--- config.mk ---
export PLATFORM = sky130hd
export DESIGN_NAME = ts_switcher
export DESIGN_NICKNAME = d
export VERILOG_FILES = /design/src/rtl/ts_pkg.sv /design/src/rtl/ts_quantum.sv /design/src/rtl/ts_picker.sv /design/src/rtl/ts_ctx_store.sv /design/src/rtl/ts_switcher.sv
export SDC_FILE = /design/constraint.sdc
export NUM_CORES = 2
export LEC_CHECK = 0
export BUFFER_PORTS_ARGS = -buffer_cell sky130_fd_sc_hd__buf_2
export CAP_MARGIN = 20
export CORE_ASPECT_RATIO = 0.8
export CORE_UTILIZATION = 60
export CTS_CLUSTER_SIZE = 25
export DETAILED_ROUTE_END_ITERATION = 10
export MAX_ROUTING_LAYER = met4
export PLACE_DENSITY = 0.88
export SYNTH_ARGS = -nofsm -noshare
export SYNTH_HDL_FRONTEND = slang
export SYNTH_SLANG_ARGS = --single-unit
export TNS_END_PERCENT = 20
--- constraint.sdc ---
create_clock -name clk -period 43.5 [get_ports clk]
set_input_delay 8.7 -clock clk [delete_from_list [all_inputs] [get_ports clk]]
set_output_delay 8.7 -clock clk [all_outputs]
set_load 0.01 [all_outputs]
--- src/rtl/ts_pkg.sv ---
package ts_pkg;

  typedef enum logic [2:0] {
    ST_INIT    = 3'd0,
    ST_RESTORE = 3'd1,
    ST_RUN     = 3'd2,
    ST_SAVE    = 3'd3,
    ST_DONE    = 3'd4
  } ts_state_e;

  localparam logic [1:0] KIND_YIELD = 2'd1;
  localparam logic [1:0] KIND_HALT  = 2'd2;

  localparam int LFSR_W = 16;

endpackage

--- src/rtl/ts_quantum.sv ---
module ts_quantum #(
  parameter int                 QW   = 8,
  parameter logic [15:0]        SEED = 16'hACE1
) (
  input  logic          clk,
  input  logic          rst_n,
  input  logic          load_i,
  input  logic          dec_i,
  input  logic [QW-1:0] quantum_i,
  input  logic          rand_i,
  output logic          last_o
);
  import ts_pkg::*;

  logic [QW-1:0]     cnt_q, cnt_d;
  logic [LFSR_W-1:0] lfsr_q, lfsr_d;
  logic [QW-1:0]     q_eff;
  logic [LFSR_W-1:0] q_ext;
  logic [LFSR_W-1:0] rem;
  logic [QW-1:0]     fill;
  logic              fb;

  always_comb begin
    q_eff  = (quantum_i == '0) ? QW'(1) : quantum_i;
    q_ext  = LFSR_W'(q_eff);
    rem    = lfsr_q % q_ext;
    fill   = rand_i ? (QW'(rem) + QW'(1)) : q_eff;
    fb     = lfsr_q[15] ^ lfsr_q[13] ^ lfsr_q[12] ^ lfsr_q[10];
    cnt_d  = cnt_q;
    lfsr_d = lfsr_q;
    if (load_i) begin
      cnt_d  = fill;
      lfsr_d = {lfsr_q[14:0], fb};
    end else if (dec_i) begin
      cnt_d  = cnt_q - QW'(1);
    end
  end

  always_ff @(posedge clk or negedge rst_n) begin
    if (!rst_n) begin
      cnt_q  <= '0;
      lfsr_q <= SEED;
    end else begin
      if (load_i || dec_i) cnt_q <= cnt_d;
      if (load_i)          lfsr_q <= lfsr_d;
    end
  end

  assign last_o = (cnt_q == QW'(1));

  // a refill always lands in 1..q
  a_r10_reload_range: assert property (@(posedge clk) disable iff (!rst_n)
    load_i |=> (cnt_q != '0) && (cnt_q <= $past(q_eff)));

  // the counter is never stepped below one
  a_r3_no_underflow: assert property (@(posedge clk) disable iff (!rst_n)
    (dec_i && !load_i) |-> (cnt_q > QW'(1)));

  // a zero slice length refills to one
  a_r11_zero_is_one: assert property (@(posedge clk) disable iff (!rst_n)
    (load_i && !rand_i && quantum_i == '0) |=> (cnt_q == QW'(1)));

endmodule

--- src/rtl/ts_picker.sv ---
module ts_picker #(
  parameter int NT = 4,
  parameter int TW = 2
) (
  input  logic [TW-1:0] cur_i,
  input  logic [NT-1:0] halted_i,
  output logic [TW-1:0] pick_o,
  output logic          found_o
);

  always_comb begin
    pick_o  = cur_i;
    found_o = 1'b0;
    for (int k = 1; k <= NT; k++) begin
      int idx;
      idx = int'(cur_i) + k;
      if (idx >= NT) idx = idx - NT;
      if (!found_o && !halted_i[idx]) begin
        pick_o  = TW'(idx);
        found_o = 1'b1;
      end
    end
  end

endmodule

--- src/rtl/ts_ctx_store.sv ---
module ts_ctx_store #(
  parameter int                NT         = 4,
  parameter int                TW         = 2,
  parameter int                PCW        = 16,
  parameter int                DW         = 32,
  parameter int                NREG       = 6,
  parameter int                NFLAG      = 6,
  parameter int                SP_IDX     = 4,
  parameter logic [PCW-1:0]    LOAD_ADDR  = 16'd1000,
  parameter int unsigned       STACK_TOP  = 128000,
  parameter int unsigned       STACK_STEP = 1000,
  localparam int               CW         = PCW + NREG*DW + NFLAG
) (
  input  logic          clk,
  input  logic          rst_n,
  input  logic          wr_en_i,
  input  logic [TW-1:0] wr_tid_i,
  input  logic [CW-1:0] wr_data_i,
  input  logic [TW-1:0] rd_tid_i,
  output logic [CW-1:0] rd_data_o
);

  logic [NT-1:0][CW-1:0] slots;

  for (genvar t = 0; t < NT; t++) begin : g_slot
    localparam logic [DW-1:0] SP_INIT = DW'(STACK_TOP - STACK_STEP * t);
    localparam logic [CW-1:0] INIT_V  =
      (CW'(SP_INIT) << (PCW + SP_IDX*DW)) | CW'(LOAD_ADDR);

    logic [CW-1:0] slot_q;
    logic          slot_we;

    assign slot_we = wr_en_i && (wr_tid_i == TW'(t));

    always_ff @(posedge clk or negedge rst_n) begin
      if (!rst_n)       slot_q <= INIT_V;
      else if (slot_we) slot_q <= wr_data_i;
    end

    assign slots[t] = slot_q;
  end

  assign rd_data_o = slots[rd_tid_i];

endmodule

--- src/rtl/ts_switcher.sv ---
module ts_switcher #(
  parameter int             NT         = 4,
  parameter int             QW         = 8,
  parameter int             PCW        = 16,
  parameter int             DW         = 32,
  parameter int             NREG       = 6,
  parameter int             NFLAG      = 6,
  parameter int             SP_IDX     = 4,
  parameter int             ICW        = 32,
  parameter logic [PCW-1:0] LOAD_ADDR  = 16'd1000,
  parameter int unsigned    STACK_TOP  = 128000,
  parameter int unsigned    STACK_STEP = 1000,
  localparam int            TW         = (NT > 1) ? $clog2(NT) : 1,
  localparam int            CW         = PCW + NREG*DW + NFLAG
) (
  input  logic           clk,
  input  logic           rst_n,
  input  logic [QW-1:0]  quantum,
  input  logic           rand_mode,
  input  logic           retire,
  input  logic [1:0]     retire_kind,
  input  logic [CW-1:0]  ctx_in,
  output logic [TW-1:0]  cur_tid,
  output logic           save_stb,
  output logic           restore_stb,
  output logic [CW-1:0]  restore_ctx,
  output logic           all_done,
  output logic [ICW-1:0] insn_count
);
  import ts_pkg::*;

  ts_state_e      state_q, state_d;
  logic [TW-1:0]  cur_q, cur_d;
  logic [TW-1:0]  nxt_q, nxt_d;
  logic [NT-1:0]  halted_q, halted_d;
  logic [ICW-1:0] icnt_q, icnt_d;

  logic          accept, is_halt, is_yield, is_plain, expire;
  logic          q_load, q_dec, q_last;
  logic [NT-1:0] cur_oh, scan_mask;
  logic [TW-1:0] pick;
  logic          found;

  // retire classification
  always_comb begin
    accept   = retire && (state_q == ST_RUN);
    is_halt  = accept && (retire_kind == KIND_HALT);
    is_yield = accept && (retire_kind == KIND_YIELD);
    is_plain = accept && !is_halt && !is_yield;
    expire   = is_plain && q_last;
    cur_oh   = NT'(1) << cur_q;
    scan_mask = halted_q | (is_halt ? cur_oh : '0);
    q_load   = (state_q == ST_INIT) || is_yield || expire || (is_halt && found);
    q_dec    = is_plain && !expire;
  end

  ts_picker #(.NT(NT), .TW(TW)) u_picker (
    .cur_i    (cur_q),
    .halted_i (scan_mask),
    .pick_o   (pick),
    .found_o  (found)
  );

  ts_quantum #(.QW(QW)) u_quantum (
    .clk       (clk),
    .rst_n     (rst_n),
    .load_i    (q_load),
    .dec_i     (q_dec),
    .quantum_i (quantum),
    .rand_i    (rand_mode),
    .last_o    (q_last)
  );

  ts_ctx_store #(
    .NT(NT), .TW(TW), .PCW(PCW), .DW(DW), .NREG(NREG), .NFLAG(NFLAG),
    .SP_IDX(SP_IDX), .LOAD_ADDR(LOAD_ADDR), .STACK_TOP(STACK_TOP),
    .STACK_STEP(STACK_STEP)
  ) u_store (
    .clk       (clk),
    .rst_n     (rst_n),
    .wr_en_i   (state_q == ST_SAVE),
    .wr_tid_i  (cur_q),
    .wr_data_i (ctx_in),
    .rd_tid_i  (cur_q),
    .rd_data_o (restore_ctx)
  );

  // next-state logic
  always_comb begin
    state_d  = state_q;
    cur_d    = cur_q;
    nxt_d    = nxt_q;
    halted_d = halted_q;
    icnt_d   = accept ? icnt_q + ICW'(1) : icnt_q;
    unique case (state_q)
      ST_INIT:    state_d = ST_RESTORE;
      ST_RESTORE: state_d = ST_RUN;
      ST_SAVE: begin
        cur_d   = nxt_q;
        state_d = ST_RESTORE;
      end
      ST_RUN: begin
        if (is_halt) begin
          halted_d = scan_mask;
          if (found) begin
            cur_d   = pick;
            state_d = ST_RESTORE;
          end else begin
            state_d = ST_DONE;
          end
        end else if (is_yield || expire) begin
          nxt_d   = pick;
          state_d = ST_SAVE;
        end
      end
      ST_DONE:    state_d = ST_DONE;
      default:    state_d = ST_INIT;
    endcase
  end

  always_ff @(posedge clk or negedge rst_n) begin
    if (!rst_n) begin
      state_q  <= ST_INIT;
      cur_q    <= '0;
      nxt_q    <= '0;
      halted_q <= '0;
      icnt_q   <= '0;
    end else begin
      state_q <= state_d;
      cur_q   <= cur_d;
      if (state_q == ST_RUN) begin
        nxt_q    <= nxt_d;
        halted_q <= halted_d;
      end
      if (accept) icnt_q <= icnt_d;
    end
  end

  assign cur_tid     = cur_q;
  assign save_stb    = (state_q == ST_SAVE);
  assign restore_stb = (state_q == ST_RESTORE);
  assign all_done    = (state_q == ST_DONE);
  assign insn_count  = icnt_q;

  // a save is followed by exactly one restore
  a_r3_save_then_restore: assert property (@(posedge clk) disable iff (!rst_n)
    save_stb |=> (restore_stb && !save_stb));

  // a thread being restored has never halted
  a_r6_restore_live: assert property (@(posedge clk) disable iff (!rst_n)
    restore_stb |-> !halted_q[cur_q]);

  // a halt never triggers a save
  a_r6_halt_no_save: assert property (@(posedge clk) disable iff (!rst_n)
    is_halt |=> !save_stb);

  // the picker only offers live threads
  a_r5_pick_live: assert property (@(posedge clk) disable iff (!rst_n)
    found |-> !scan_mask[pick]);

  // completion is final and freezes the outputs
  a_r7_done_sticky: assert property (@(posedge clk) disable iff (!rst_n)
    all_done |=> (all_done && $stable(cur_tid) && $stable(insn_count)));

  // nothing is counted outside the running state
  a_r9_no_count_outside_run: assert property (@(posedge clk) disable iff (!rst_n)
    (state_q != ST_RUN) |=> $stable(insn_count));

endmodule

==> impl_metrics.toml <==
[setup_path]
crit_path_top_delay_cell = "or4b_2"
r2r_end = "u_quantum.cnt_q[6]"
endpoint_kind = "register"
slowest_delay_ns = 0.67
regToRegStartpoint = "u_quantum.lfsr_q[15]"
required_ns = 44.03
critical_path_arrival_ns = 41.83
critical_path_class = "in2reg"
crit_path_start_kind = "primary input"
crit_path_max_fanout = 17
rrSetupSlack_ns = 10.25
reg2regPathDepth = 140

[timing]
period_needed_ns = 41.30
skew_ns = 0.02159
hold_viol_final = 0
relSlewSlack_pct = 29.40
worstMarginPinSlew_ns = 1.059
hold_ws_ns = 0.4654
post-route-period-util_pct = 94.94
setup_viol = 0
slew_violations = 0
finalSetupTns_ns = 0
timing.fmax_mhz = 24.21

[drt]
vias = 30780
ant_nets = 0
vias_per_cell = 6.358
drc = 0
routedWlPerCell_um = 24.23
drt_iter0_drc = 2480
first_pass_iters = 5
wl_mm = 117.3

[cts]
root_buffer = "clkbuf_16"
max-clock-path-buffers = 3
cts_tree = "built"
path_clk_slew_ns = 0.06
clock_sinks = 923
clk_latency_ns = 0.64
htreeDepth = 3
cts-buffers-inserted = 87

[placement]
routabilityCongestion = 0.9865
numPortBuffers = 478
post-dp-hpwl_mm = 73.83

[die]
fp.dieArea_sq_um = 77660
ios = 479
dieWidth_um = 311.3
start_util_pct = 60.78
die_h_um = 249.5
core_area_sq_um = 75560
num_rows = 90

[flow_run]
cap_viol_max_count = 0

[synthesis]
synthCells = 3279
synth_nets = 3602
synth-compound-area-share_pct = 5.245
synth_top_family_by_area = "multiplexers"
synth_edf_count = 0
synthMuxAreaShare_pct = 32.71
synth_area_per_cell_sq_um = 14.01
synth_warnings = 0
synth_top_area_share_pct = 47.02
async_flop_share_pct = 100.0
synth_ff_type = "dfrtp_1"
yosys.area_share.adder_pct = 2.626
synthTopCellsByArea = "dfrtp_1, mux2_2, mux4_2"
synth_cell_types = 86
synthSimpleGateAreaFrac_pct = 5.106
synth-xor-area-share_pct = 1.983
ys_seq_area_share_pct = 50.46
synth_top_area_cell = "dfrtp_1"
synth-seq-cells = 923
syn_area_sq_um = 45920

[final_layout]
drive_gt1_share_pct = 49.62
layout_commonest_cell = "mux2_2"
area_delta_synth_final_pct = 14.37
final_cell_mix = "mux2_2, dfrtp_1, buf_2, mux4_2, nand2_1"
nets = 4039

[min_path]
hp-start = "insn_count[31]"
hp-class = "reg2reg"
hold_end = "insn_count[31]"
whs_path_depth = 1

[global_route]
antenna_found_initial = 39
grt_pass1_vias = 31520
grt_usage_pct = 30.79
grt_max_degree = 145
grt_remaining_overflow = 0
grt_pass1_wl_mm = 182.7

[run_status]
status = "finished clean"
cell usage after synthesis, drive strengths merged, types with 20 or more instances:
master	count
mux2	886
dfrtp	863
mux4	215
nand2	133
clkbuf	115
ha	94
nor2	76
a21oi	74
xnor2	69
o21ai	67
dfstp	60
buf	59
inv	54
nor3	44
nand3	39
xor2	35
a21o	33
o21a	29
nand4	24
nand2b	21
mux2i	20
worst max path at each step:
stage                     startpoint            endpoint  slack [ns]  cells after the start
after floorplan           quantum[1]  u_quantum.cnt_q[6]        4.05                    144
after global placement    quantum[1]  u_quantum.cnt_q[6]        1.36                    141
after detailed placement  quantum[7]  u_quantum.cnt_q[6]        0.22                    140
after CTS                 quantum[7]  u_quantum.cnt_q[6]        0.74                    140
after global routing      quantum[7]  u_quantum.cnt_q[6]       -0.06                    142
final                     quantum[7]  u_quantum.cnt_q[6]        2.20                    142
layout make-up:
| class | instances | area (sq um) |
|---|---|---|
| inverter | 54 | 202.7 |
| sequential | 923 | 23180 |
| multi-input combinational | 2128 | 22050 |
| fill | 4774 | 23040 |
| timing repair buffer | 522 | 2765 |
| clock inverter | 35 | 420.4 |
| clock buffer | 125 | 2531 |
| tap | 1012 | 1266 |
| antenna | 43 | 107.6 |
cell families (layout without fill, tap and decap cells):
| kind of cell | count (synthesis) | after routing |
|---|---|---|
| AOI/OAI and AO/OA | 352 | 352 |
| xor gates and xnor gates | 104 | 104 |
| adders and majority gates | 96 | 96 |
| buffers and inverters | 228 | 736 |
| DFF | 923 | 923 |
| muxes | 1121 | 1121 |
| other | 0 | 43 |
| and+or+nand+nor | 455 | 455 |
layer usage:
layer | routed length (um) | GRT usage [%] | vias up | part of all wire, %
met5 | 0 | - | - | 0
met4 | 4598 | 12.01 | 0 | 3.9
met3 | 9781 | 7.903 | 279 | 8.3
met2 | 56400 | 47.24 | 1258 | 48
met1 | 46520 | 39.53 | 15970 | 40
li1 | - | - | 13280 | -
state kept, by name, indices dropped and copies added (netlist names):
name                   flops
cur_tid                    2
state_q                    3
nxt_q                      2
u_quantum.lfsr_q          16
u_quantum.cnt_q            8
insn_count                32
u_store.g_slot.slot_q    856
halted_q                   4
timing repair:
action,4_1_cts,5_1_grt
endpoints found under the hold margin,0,0
hold buffers,0,0
setup buffers,0,7
setup endpoints to repair,0,8
gates resized for setup,0,28
worst max-delay path: cells and delay by family:
family                   cells  cell delay (ns)
AO/OA/AOI/OAI               70            15.59
AND/OR/NAND/NOR             40             9.21
adder cells (fa/ha/maj)     16             5.09
XOR/XNOR                     7             1.35
multiplexers                 3             1.04
buffers and inverters        6             0.77
per-stage QoR:
step	cell area, sq um	utilization, %	worst slack (ns)	std cells
floorplan	45920	-	4.053	3279
global placement	49260	65.19	1.365	4631
detailed placement	49260	65.19	0.2165	4631
CTS	52210	69.10	0.7373	4791
global route	52510	69.50	-0.06235	4839
finish	52520	69.51	2.203	4842
Power is not shown: default switching activity piles up to over one toggle a cycle in this logic, so the estimate is an artifact.
